===== src/rtl/sspi_pkg.sv =====
package sspi_pkg;
  localparam int WORD_W   = 16;
  localparam int NARROW_W = 8;
  localparam int IDX_W    = $clog2(WORD_W);
  localparam int LEN_W    = IDX_W + 1;

  // strobes from control to datapath, one system clock wide
  typedef struct packed {
    logic             selected;
    logic             load;     // frame start: holding word -> shift register
    logic             sample;   // capture mosi at pos
    logic             launch;   // present shift register bit at pos
    logic             commit;   // last capture of the frame
    logic [IDX_W-1:0] pos;
    logic             mosi;
  } strobe_t;
endpackage


===== src/rtl/sspi_ctrl.sv =====
module sspi_ctrl
  import sspi_pkg::*;
#(
  parameter int SYNC_LEN = 2
) (
  input  logic    clk,
  input  logic    rstN,
  input  logic    sclkIn,
  input  logic    mosiIn,
  input  logic    selNIn,
  input  logic    cfgWide,
  input  logic    cfgPol,
  input  logic    cfgPha,
  input  logic    cfgLsbFirst,
  input  logic    cfgSwSel,
  input  logic    cfgSwSelLvl,
  output strobe_t st
);
  logic [SYNC_LEN-1:0] sclkQ, mosiQ, selQ;
  logic sclkD;
  logic [IDX_W-1:0] bitCnt;
  logic loaded;

  always_ff @(posedge clk or negedge rstN) begin
    if (!rstN) begin
      sclkQ <= '0;
      mosiQ <= '0;
      selQ  <= '1;
      sclkD <= 1'b0;
    end else begin
      sclkQ <= {sclkQ[SYNC_LEN-2:0], sclkIn};
      mosiQ <= {mosiQ[SYNC_LEN-2:0], mosiIn};
      selQ  <= {selQ[SYNC_LEN-2:0], selNIn};
      sclkD <= sclkQ[SYNC_LEN-1];
    end
  end

  logic sclkS, riseE, fallE, leadE, trailE, capE, outE, selected, last;
  logic [LEN_W-1:0] nBits, revPos;

  assign sclkS    = sclkQ[SYNC_LEN-1];
  assign riseE    = sclkS & ~sclkD;
  assign fallE    = ~sclkS & sclkD;
  assign leadE    = cfgPol ? fallE : riseE;
  assign trailE   = cfgPol ? riseE : fallE;
  assign capE     = cfgPha ? trailE : leadE;
  assign outE     = cfgPha ? leadE : trailE;
  assign selected = cfgSwSel ? ~cfgSwSelLvl : ~selQ[SYNC_LEN-1];
  assign nBits    = cfgWide ? LEN_W'(WORD_W) : LEN_W'(NARROW_W);
  assign last     = ({1'b0, bitCnt} == (nBits - LEN_W'(1)));
  assign revPos   = nBits - LEN_W'(1) - {1'b0, bitCnt};

  always_comb begin
    st.selected = selected;
    st.load     = selected & ~loaded;
    st.sample   = selected & loaded & capE;
    st.launch   = selected & loaded & outE & (bitCnt != '0);
    st.commit   = selected & loaded & capE & last;
    st.pos      = cfgLsbFirst ? bitCnt : revPos[IDX_W-1:0];
    st.mosi     = mosiQ[SYNC_LEN-1];
  end

  always_ff @(posedge clk or negedge rstN) begin
    if (!rstN) begin
      bitCnt <= '0;
      loaded <= 1'b0;
    end else if (!selected) begin
      bitCnt <= '0;
      loaded <= 1'b0;
    end else begin
      if (st.load) loaded <= 1'b1;
      if (st.sample) begin
        bitCnt <= last ? '0 : bitCnt + IDX_W'(1);
        if (last) loaded <= 1'b0;
      end
    end
  end

  // counter never leaves the configured frame
  p_cnt_bound_r3: assert property (@(posedge clk) disable iff (!rstN)
    selected |-> ({1'b0, bitCnt} < nBits));
  // losing select mid-frame restarts the count
  p_abort_restart_r12: assert property (@(posedge clk) disable iff (!rstN)
    (loaded && !selected) |=> (bitCnt == '0) && !loaded);
endmodule


===== src/rtl/sspi_dpath.sv =====
module sspi_dpath
  import sspi_pkg::*;
(
  input  logic              clk,
  input  logic              rstN,
  input  strobe_t           st,
  input  logic              wrEn,
  input  logic [WORD_W-1:0] wrData,
  input  logic              rdEn,
  output logic [WORD_W-1:0] rdData,
  output logic              misoOut,
  output logic              txEmpty,
  output logic              rxFull
);
  logic [WORD_W-1:0] txBuf, txSh, rxSh, rxBuf, txWord, rxNext;
  logic misoBit;

  // empty holding register: resend what the shift register last held
  assign txWord = txEmpty ? txSh : txBuf;

  always_comb begin
    rxNext         = rxSh;
    rxNext[st.pos] = st.mosi;
  end

  always_ff @(posedge clk or negedge rstN) begin
    if (!rstN) begin
      txBuf   <= '0;
      txSh    <= '0;
      rxSh    <= '0;
      rxBuf   <= '0;
      txEmpty <= 1'b1;
      rxFull  <= 1'b0;
      misoBit <= 1'b0;
    end else begin
      if (st.load) begin
        txSh    <= txWord;
        misoBit <= txWord[st.pos];
        rxSh    <= '0;
        txEmpty <= 1'b1;
      end else if (st.launch) begin
        misoBit <= txSh[st.pos];
      end
      if (st.sample) rxSh <= rxNext;
      if (wrEn) begin
        txBuf   <= wrData;
        txEmpty <= 1'b0;
      end
      if (st.commit) begin
        rxBuf  <= rxNext;
        rxFull <= 1'b1;
      end else if (rdEn) begin
        rxFull <= 1'b0;
      end
    end
  end

  assign rdData  = rxBuf;
  assign misoOut = st.selected & misoBit;

  p_rx_set_r7: assert property (@(posedge clk) disable iff (!rstN)
    st.commit |=> rxFull);
  p_rd_clear_r7: assert property (@(posedge clk) disable iff (!rstN)
    (rdEn && !st.commit) |=> !rxFull);
  p_rx_hold_r7: assert property (@(posedge clk) disable iff (!rstN)
    !st.commit |=> $stable(rdData));
  p_tx_take_r6: assert property (@(posedge clk) disable iff (!rstN)
    (st.load && !wrEn) |=> txEmpty);
  p_tx_fill_r6: assert property (@(posedge clk) disable iff (!rstN)
    wrEn |=> !txEmpty);
endmodule


===== src/rtl/sspi_target.sv =====
module sspi_target
  import sspi_pkg::*;
#(
  parameter int SYNC_LEN = 2
) (
  input  logic              clk,
  input  logic              rstN,
  input  logic              sclkIn,
  input  logic              mosiIn,
  input  logic              selNIn,
  output logic              misoOut,
  input  logic              cfgWide,
  input  logic              cfgPol,
  input  logic              cfgPha,
  input  logic              cfgLsbFirst,
  input  logic              cfgSwSel,
  input  logic              cfgSwSelLvl,
  input  logic              ieTxEmpty,
  input  logic              ieRxFull,
  input  logic              wrEn,
  input  logic [WORD_W-1:0] wrData,
  input  logic              rdEn,
  output logic [WORD_W-1:0] rdData,
  output logic              txEmpty,
  output logic              rxFull,
  output logic              irqTx,
  output logic              irqRx
);
  strobe_t st;

  sspi_ctrl #(.SYNC_LEN(SYNC_LEN)) uCtrl (
    .clk(clk), .rstN(rstN), .sclkIn(sclkIn), .mosiIn(mosiIn), .selNIn(selNIn),
    .cfgWide(cfgWide), .cfgPol(cfgPol), .cfgPha(cfgPha),
    .cfgLsbFirst(cfgLsbFirst), .cfgSwSel(cfgSwSel), .cfgSwSelLvl(cfgSwSelLvl),
    .st(st)
  );

  sspi_dpath uDpath (
    .clk(clk), .rstN(rstN), .st(st), .wrEn(wrEn), .wrData(wrData),
    .rdEn(rdEn), .rdData(rdData), .misoOut(misoOut),
    .txEmpty(txEmpty), .rxFull(rxFull)
  );

  assign irqTx = ieTxEmpty & txEmpty;
  assign irqRx = ieRxFull & rxFull;
endmodule


===== config.mk =====
export PLATFORM = sky130hd
export DESIGN_NAME = sspi_target
export DESIGN_NICKNAME = d
export VERILOG_FILES = /design/src/rtl/sspi_pkg.sv /design/src/rtl/sspi_ctrl.sv /design/src/rtl/sspi_dpath.sv /design/src/rtl/sspi_target.sv
export SDC_FILE = /design/constraint.sdc
export NUM_CORES = 1
export LEC_CHECK = 0
export BUFFER_PORTS_ARGS = -buffer_cell sky130_fd_sc_hd__buf_2
export CAP_MARGIN = 25
export CORE_AREA = 8 8 110 102
export DETAILED_ROUTE_END_ITERATION = 10
export DIE_AREA = 0 0 118 110
export HOLD_SLACK_MARGIN = 0.08
export MAX_ROUTING_LAYER = met4
export PLACE_DENSITY = 0.64
export SETUP_SLACK_MARGIN = 0.4
export SLEW_MARGIN = 0
export SYNTH_ARGS = -nofsm -noshare
export SYNTH_HDL_FRONTEND = slang
export SYNTH_SLANG_ARGS = --single-unit

===== constraint.sdc =====
create_clock -name clk -period 5.4 [get_ports clk]
set_clock_uncertainty 0.1 [all_clocks]
set_input_delay 0.54 -clock clk [delete_from_list [all_inputs] [get_ports clk]]
set_output_delay 0.54 -clock clk [all_outputs]
set_load 0.01 [all_outputs]

==> results.cfg, run 1 <==
[route]
drtAntennaViolNets = 0
wire_per_inst_um = 15.7
vias = 2997
routed_wirelength_um = 8830
drtIter0Drc = 153
drt_first_pass_iters = 4
route.detailed.drc = 0
via_per_inst = 5.34

[power_and_ir_drop]
power.leakage_nw = 2.13
vdd_drop_max_v = 0.000154
p_per_area_nw_per_um2 = 298

[place]
place_hpwl_um = 5860
dp.cells = 542
post_dp_cell_area_um2 = 4400
gp_congestion = 0.790
port_buffers = 51

[floorplanning]
pin_count = 52
die_y_um = 110
die_area_um2 = 13000
die_width_um = 118
core_area_um2 = 9400
placementRows = 34
start_util = 0.437

[global_route]
grt_util_met2 = 0.230
grt_max_degree = 80
grt_pass1_wl_um = 14700
overflow = 0
use_met1 = 0.175
grt_pass1_vias = 2975
grt.busiest_layer = met2
antenna_found_initial = 0
grtUsageMet3 = 0.0402
grt_usage = 0.144

[timing]
tns_ns = 0
hold_viol = 0
finalMaxSlewViolations = 0
grt_setup_unrepaired = no
timing.final.crit_share = 0.469
tightest_slew_ns = 0.923
relSlewSlack = 0.384
finalSetupViolations = 0
max_freq_mhz = 395
min_period_ns = 2.53

[synthesis]
synth_cell_types = 47
synthesis.area_um2 = 4100
ys_seq_area_frac = 0.483
postSynthAreaPerCell_um2 = 10.6
syn-instance-count = 388
synth_nets = 421
ys_ff_latch = 79
yosysWarnings = 0

[min_path]
hold_class = input pin to flip-flop
min_path_cells = 1

[run]
maxCapViolations = 0

[cts]
clk_pin_slew_ns = 0.08
clock-root-buffer = clkbuf_8
cts_resized = 0
cts_tree = done
hold_buffers = 0
clk_latency_ns = 0.35
clockBufferDepth = 2
cts-buffers-inserted = 9
cts.sinks = 79
cts_setup_buffers = 0
htreeDepth = 3

[final_layout]
design_area_um2 = 4680
area_growth_pct = 14.1
diodes = 0
final_common_cell = dfrtp_1
final_nets = 463
instances_no_fill = 561
mostFrequentLayoutCells = dfrtp_1, buf_2, mux2i_1
drive_above_1_share = 0.260

[worst_setup_path]
critPathArrivalTime_ns = 2.69
crit_type = flip-flop to flip-flop
worst-r2r-cell-count = 6
crit_required_ns = 5.56
worst_setup_path_start_kind = flip-flop
setup.worst_path.end_class = flip-flop
worstPathMaxFanout = 25

[outcome]
status = finished clean
## layer usage
| layer | up-vias | share of wire |
|---|---|---|
| met1 | 1461 | 0.48 |
| met5 | - | 0 |
| met4 | 0 | 0.012 |
| met2 | 48 | 0.47 |
| met3 | 9 | 0.036 |
| li1 | 1479 | - |
## state kept, by name, indices dropped and copies added, names as in the netlist
name	cells
uCtrl.sclkD	1
uCtrl.mosiQ	2
uCtrl.bitCnt	4
uCtrl.selQ	2
uDpath.txSh	16
uCtrl.sclkQ	2
uDpath.misoBit	1
uCtrl.loaded	1
uDpath.rdData	16
uDpath.rxSh	16
uDpath.txEmpty	1
uDpath.txBuf	16
uDpath.rxFull	1
## area by class of cell
| cell class | instances | area, um2 |
|---|---|---|
| flip-flops and latches | 79 | 1980 |
| multi-input cells | 282 | 1990 |
| clock buffers | 13 | 179 |
| fillers | 876 | 4720 |
| clock inverters | 3 | 47.5 |
| inverters | 3 | 11.3 |
| repair buffers | 55 | 318 |
| well taps | 126 | 158 |
## synthesized netlist by cell type, drive strengths merged
library cell	number	area share
a211oi	1	0.0018
a21boi	1	0.0018
a21oi	33	0.040
a311oi	1	0.0021
a31oi	1	0.0015
and2	3	0.0046
and2b	2	0.0037
and3	1	0.0015
buf	17	0.025
clkbuf	7	0.0064
dfrtp	76	0.46
dfstp	3	0.019
ha	2	0.0061
inv	3	0.0027
mux2	38	0.11
mux2i	40	0.098
mux4	4	0.024
nand2	26	0.024
nand2b	2	0.0030
nand3	10	0.012
nand3b	1	0.0018
nand4	2	0.0030
nor2	35	0.033
nor2b	3	0.0046
nor3	12	0.016
nor3b	1	0.0018
nor4	1	0.0030
o211a	2	0.0049
o21a	2	0.0037
o21ai	39	0.048
o22ai	8	0.014
o31ai	1	0.0018
or2	1	0.0015
or2b	1	0.0018
or4	1	0.0018
xnor2	4	0.0085
xor2	3	0.0064
## through the flow
step | total power, W | util | setup WS [ns] | hold slack, ns
after floorplan | 0.000851 | - | 3.33 | 0.144
after global placement | 0.000909 | 0.468 | 2.27 | 0.235
after detailed placement | 0.000915 | 0.468 | 2.15 | 0.236
after CTS | 0.00141 | 0.492 | 2.51 | 0.161
after global routing | 0.00146 | 0.498 | 2.73 | 0.149
final | 0.00139 | 0.498 | 2.87 | 0.177
## critical path: stages, from the launching register on
cell,delay [ns]
dfrtp_1,0.95
nand2b_1,0.19
mux2_2,0.41
o22ai_1,0.19
nor3_1,0.08
o211a_1,0.25
nor4_2,0.26
## where the power goes
part	switching, W	internal (W)	leakage [nW]
Combinational	0.0000931	0.000109	1.01
Clock	0.000221	0.000267	0.116
Sequential	0.0000573	0.000647	1.00
Total	0.000372	0.00102	2.13
## path summary, 6_finish.rpt
| check | start | endpoint | slack [ns] |
|---|---|---|---|
| max | uCtrl.bitCnt[0] | uDpath.misoBit | 2.87 |
| min reg2reg | uCtrl.mosiQ[0] | uCtrl.mosiQ[1] | 0.25 |
| max in group asynchronous | rstN | uDpath.txEmpty | 4.02 |
| min | selNIn | uCtrl.selQ[0] | 0.18 |
| max reg2reg | uCtrl.bitCnt[0] | uDpath.misoBit | 2.87 |
| min in group asynchronous | rstN | uDpath.rdData[1] | 0.55 |
## logic make-up (layout without fill, tap and decap cells)
logic type	after synthesis	count (layout)	share of synthesized area
AND/OR/NAND/NOR	102	102	0.117
AO/OA/AOI/OAI	89	89	0.119
multiplexers	82	82	0.227
flip-flops	79	79	0.483
buffers and inverters	27	74	0.0338
XOR/XNOR	7	7	0.0149
adder cells (fa/ha/maj)	2	2	0.00610
(Power assumes the default switching activity.)
==> run 2, diff against run 1 <==
clock period = 2.65 ns   (was 5.4 ns; I/O delays follow)
==> run 2 against run 1 <==
Die area stayed put. First-iteration DRC count grew 32%. Register-to-register slack lost 2.4 ns. Clock power up 86%. Worst hold slack better by 0.035 ns. Core utilization increased by 2.4 points. Sequential share of layout area decreased by 1.9 points. Wire length up 4.4%. Sequential cell count unchanged. Worst setup slack worse by 2.4 ns. Global-route usage up 1.3 points.
==> results.cfg, run 2 (synthesized netlist as in run 1, its figures left out) <==
[final_layout]
area_growth_pct = 19.7
diodes = 0
final_nets = 491
drive_above_1_share = 0.268
final_common_cell = dfrtp_1
mostFrequentLayoutCells = dfrtp_1, buf_2, mux2i_1, a21oi_1, o21ai_0
utilization = 0.522

[worst_setup_path]
worstPathCellList = buf_4, or2_1, mux2_4, o22ai_2, nor3_1, o211a_1, nor4_2
critPathTopFamily = simple AND/OR/NAND/NOR gates
slowest_stage = dfrtp_1
worstPathMaxFanout = 12
setup.worst_path.end_class = flip-flop
critPathArrivalTime_ns = 2.32
worst_setup_path_start_kind = flip-flop
r2r_slack_ns = 0.49
setup.worst_path.start = uCtrl.bitCnt[0]
r2r-start = uCtrl.bitCnt[0]
max_stage_delay_ns = 0.44
crit_required_ns = 2.81
crit_buf_inv = 1
crit_type = flip-flop to flip-flop

[timing]
relSlewSlack = 0.570
min_period_ns = 2.16
hold_viol = 0
tns_ns = 0
tightest_slew_ns = 0.640
finalSetupViolations = 0
grt_setup_unrepaired = yes
finalMaxSlewViolations = 0
timing.final.crit_share = 0.816
holdWs_ns = 0.212
max_freq_mhz = 462

[floorplanning]
placementRows = 34
start_util = 0.437
die_area_um2 = 13000
die_width_um = 118
core_area_um2 = 9400
pin_count = 52
die_y_um = 110

[cts]
clock-root-buffer = clkbuf_8
cts-buffers-inserted = 9
cts.sinks = 79
clockBufferDepth = 2
htreeDepth = 3
clk_pin_slew_ns = 0.08
clk_latency_ns = 0.36
cts_tree = done
cts_setup_buffers = 0

[global_route]
grt_pass1_wl_um = 16000
grt.busiest_layer = met2
grt_util_met2 = 0.256
grt_max_degree = 80
antenna_found_initial = 0
grt_usage = 0.157
grt_pass1_vias = 3211
grtUsageMet3 = 0.0418
overflow = 0
use_met1 = 0.189

[power_and_ir_drop]
vdd_drop_max_v = 0.000290
p_int_w = 0.00201
power.leakage_nw = 2.23
switching_share = 0.281
sequentialPowerShare = 0.512
comb_power_share = 0.163
p_per_area_nw_per_um2 = 568
switchingPower_w = 0.000784
clkPwrFrac = 0.325

[route]
via_per_inst = 5.31
route.detailed.drc = 0
drtAntennaViolNets = 0
drt_first_pass_iters = 4
drtIter0Drc = 202
routed_wirelength_um = 9220
vias = 3129
wire_per_inst_um = 15.7

[run]
maxCapViolations = 0

[place]
place_hpwl_um = 6240
gp_congestion = 0.885
port_buffers = 51

[min_path]
hold_class = input pin to flip-flop
min_from = cfgSwSelLvl

[outcome]
status = finished clean
[run 2: changes by cell type in the layout (fill, tap and decap cells not counted), sizes merged]
cell         change
dlygate4sd3     +20
buf              +8
clkbuf           -3
clkinv           +2
clkinvlp         +1
[run 2: metrics by stage]
stage | instances | worst slack (ns) | instance area, um2 | total power [W]
6_report | 589 | 0.487 | 4910 | 0.00279
5_1_grt | 589 | 0.372 | 4910 | 0.00295
4_1_cts | 588 | 0.407 | 4880 | 0.00282
3_5_place_dp | 551 | 0.451 | 4470 | 0.00188
3_3_place_gp | 551 | 0.441 | 4470 | 0.00186
2_1_floorplan | 388 | 0.738 | 4100 | 0.00173
[run 2: what timing repair did]
action | 4_1_cts | 5_1_grt
gates resized for setup | 0 | 4
endpoints found under the setup margin | 0 | 26
hold buffers | 21 | 0
hold endpoints to repair | 96 | 0
[run 2: worst register-to-register path: cells and delay by family (launching register included)]
family / cells / cell delay, ns
and+or+nand+nor: 3 / 0.58
DFF: 1 / 0.44
AOI/OAI and AO/OA: 2 / 0.43
muxes: 1 / 0.31
buffers and inverters: 1 / 0.20
[run 2: final cells by class]
cell class                 count  area [um2]
inverter                       3        11.3
clock buffer                  10         128
sequential                    79        1980
multi-input combinational    282        1990
tap                          126         158
clock inverter                 6        68.8
fill                         832        4490
timing repair buffer          83         571
[run 2: power by group through the flow]
| stage | clock [W] | combinational (W) | sequential [W] |
|---|---|---|---|
| after global placement | 0 | 0.000419 | 0.00144 |
| after global routing | 0.000991 | 0.000507 | 0.00145 |
| after floorplan | 0 | 0.000327 | 0.00141 |
| after detailed placement | 0 | 0.000427 | 0.00145 |
| final | 0.000906 | 0.000455 | 0.00143 |
| after CTS | 0.000940 | 0.000454 | 0.00143 |
[run 2: final timing paths]
check / end / cells past startpoint
min in group asynchronous: uDpath.rxSh[4] / 2
max reg2reg: uDpath.misoBit / 7
min reg2reg: uCtrl.sclkQ[1] / 0
max: uDpath.misoBit / 7
max in group asynchronous: uDpath.txEmpty / 3
min: uCtrl.loaded / 3
[run 2: per-layer routing]
| metal | vias to the layer above | share of wire |
|---|---|---|
| li1 | 1531 | - |
| met1 | 1528 | 0.45 |
| met2 | 62 | 0.50 |
| met3 | 8 | 0.040 |
| met4 | 0 | 0.0086 |
| met5 | - | 0 |
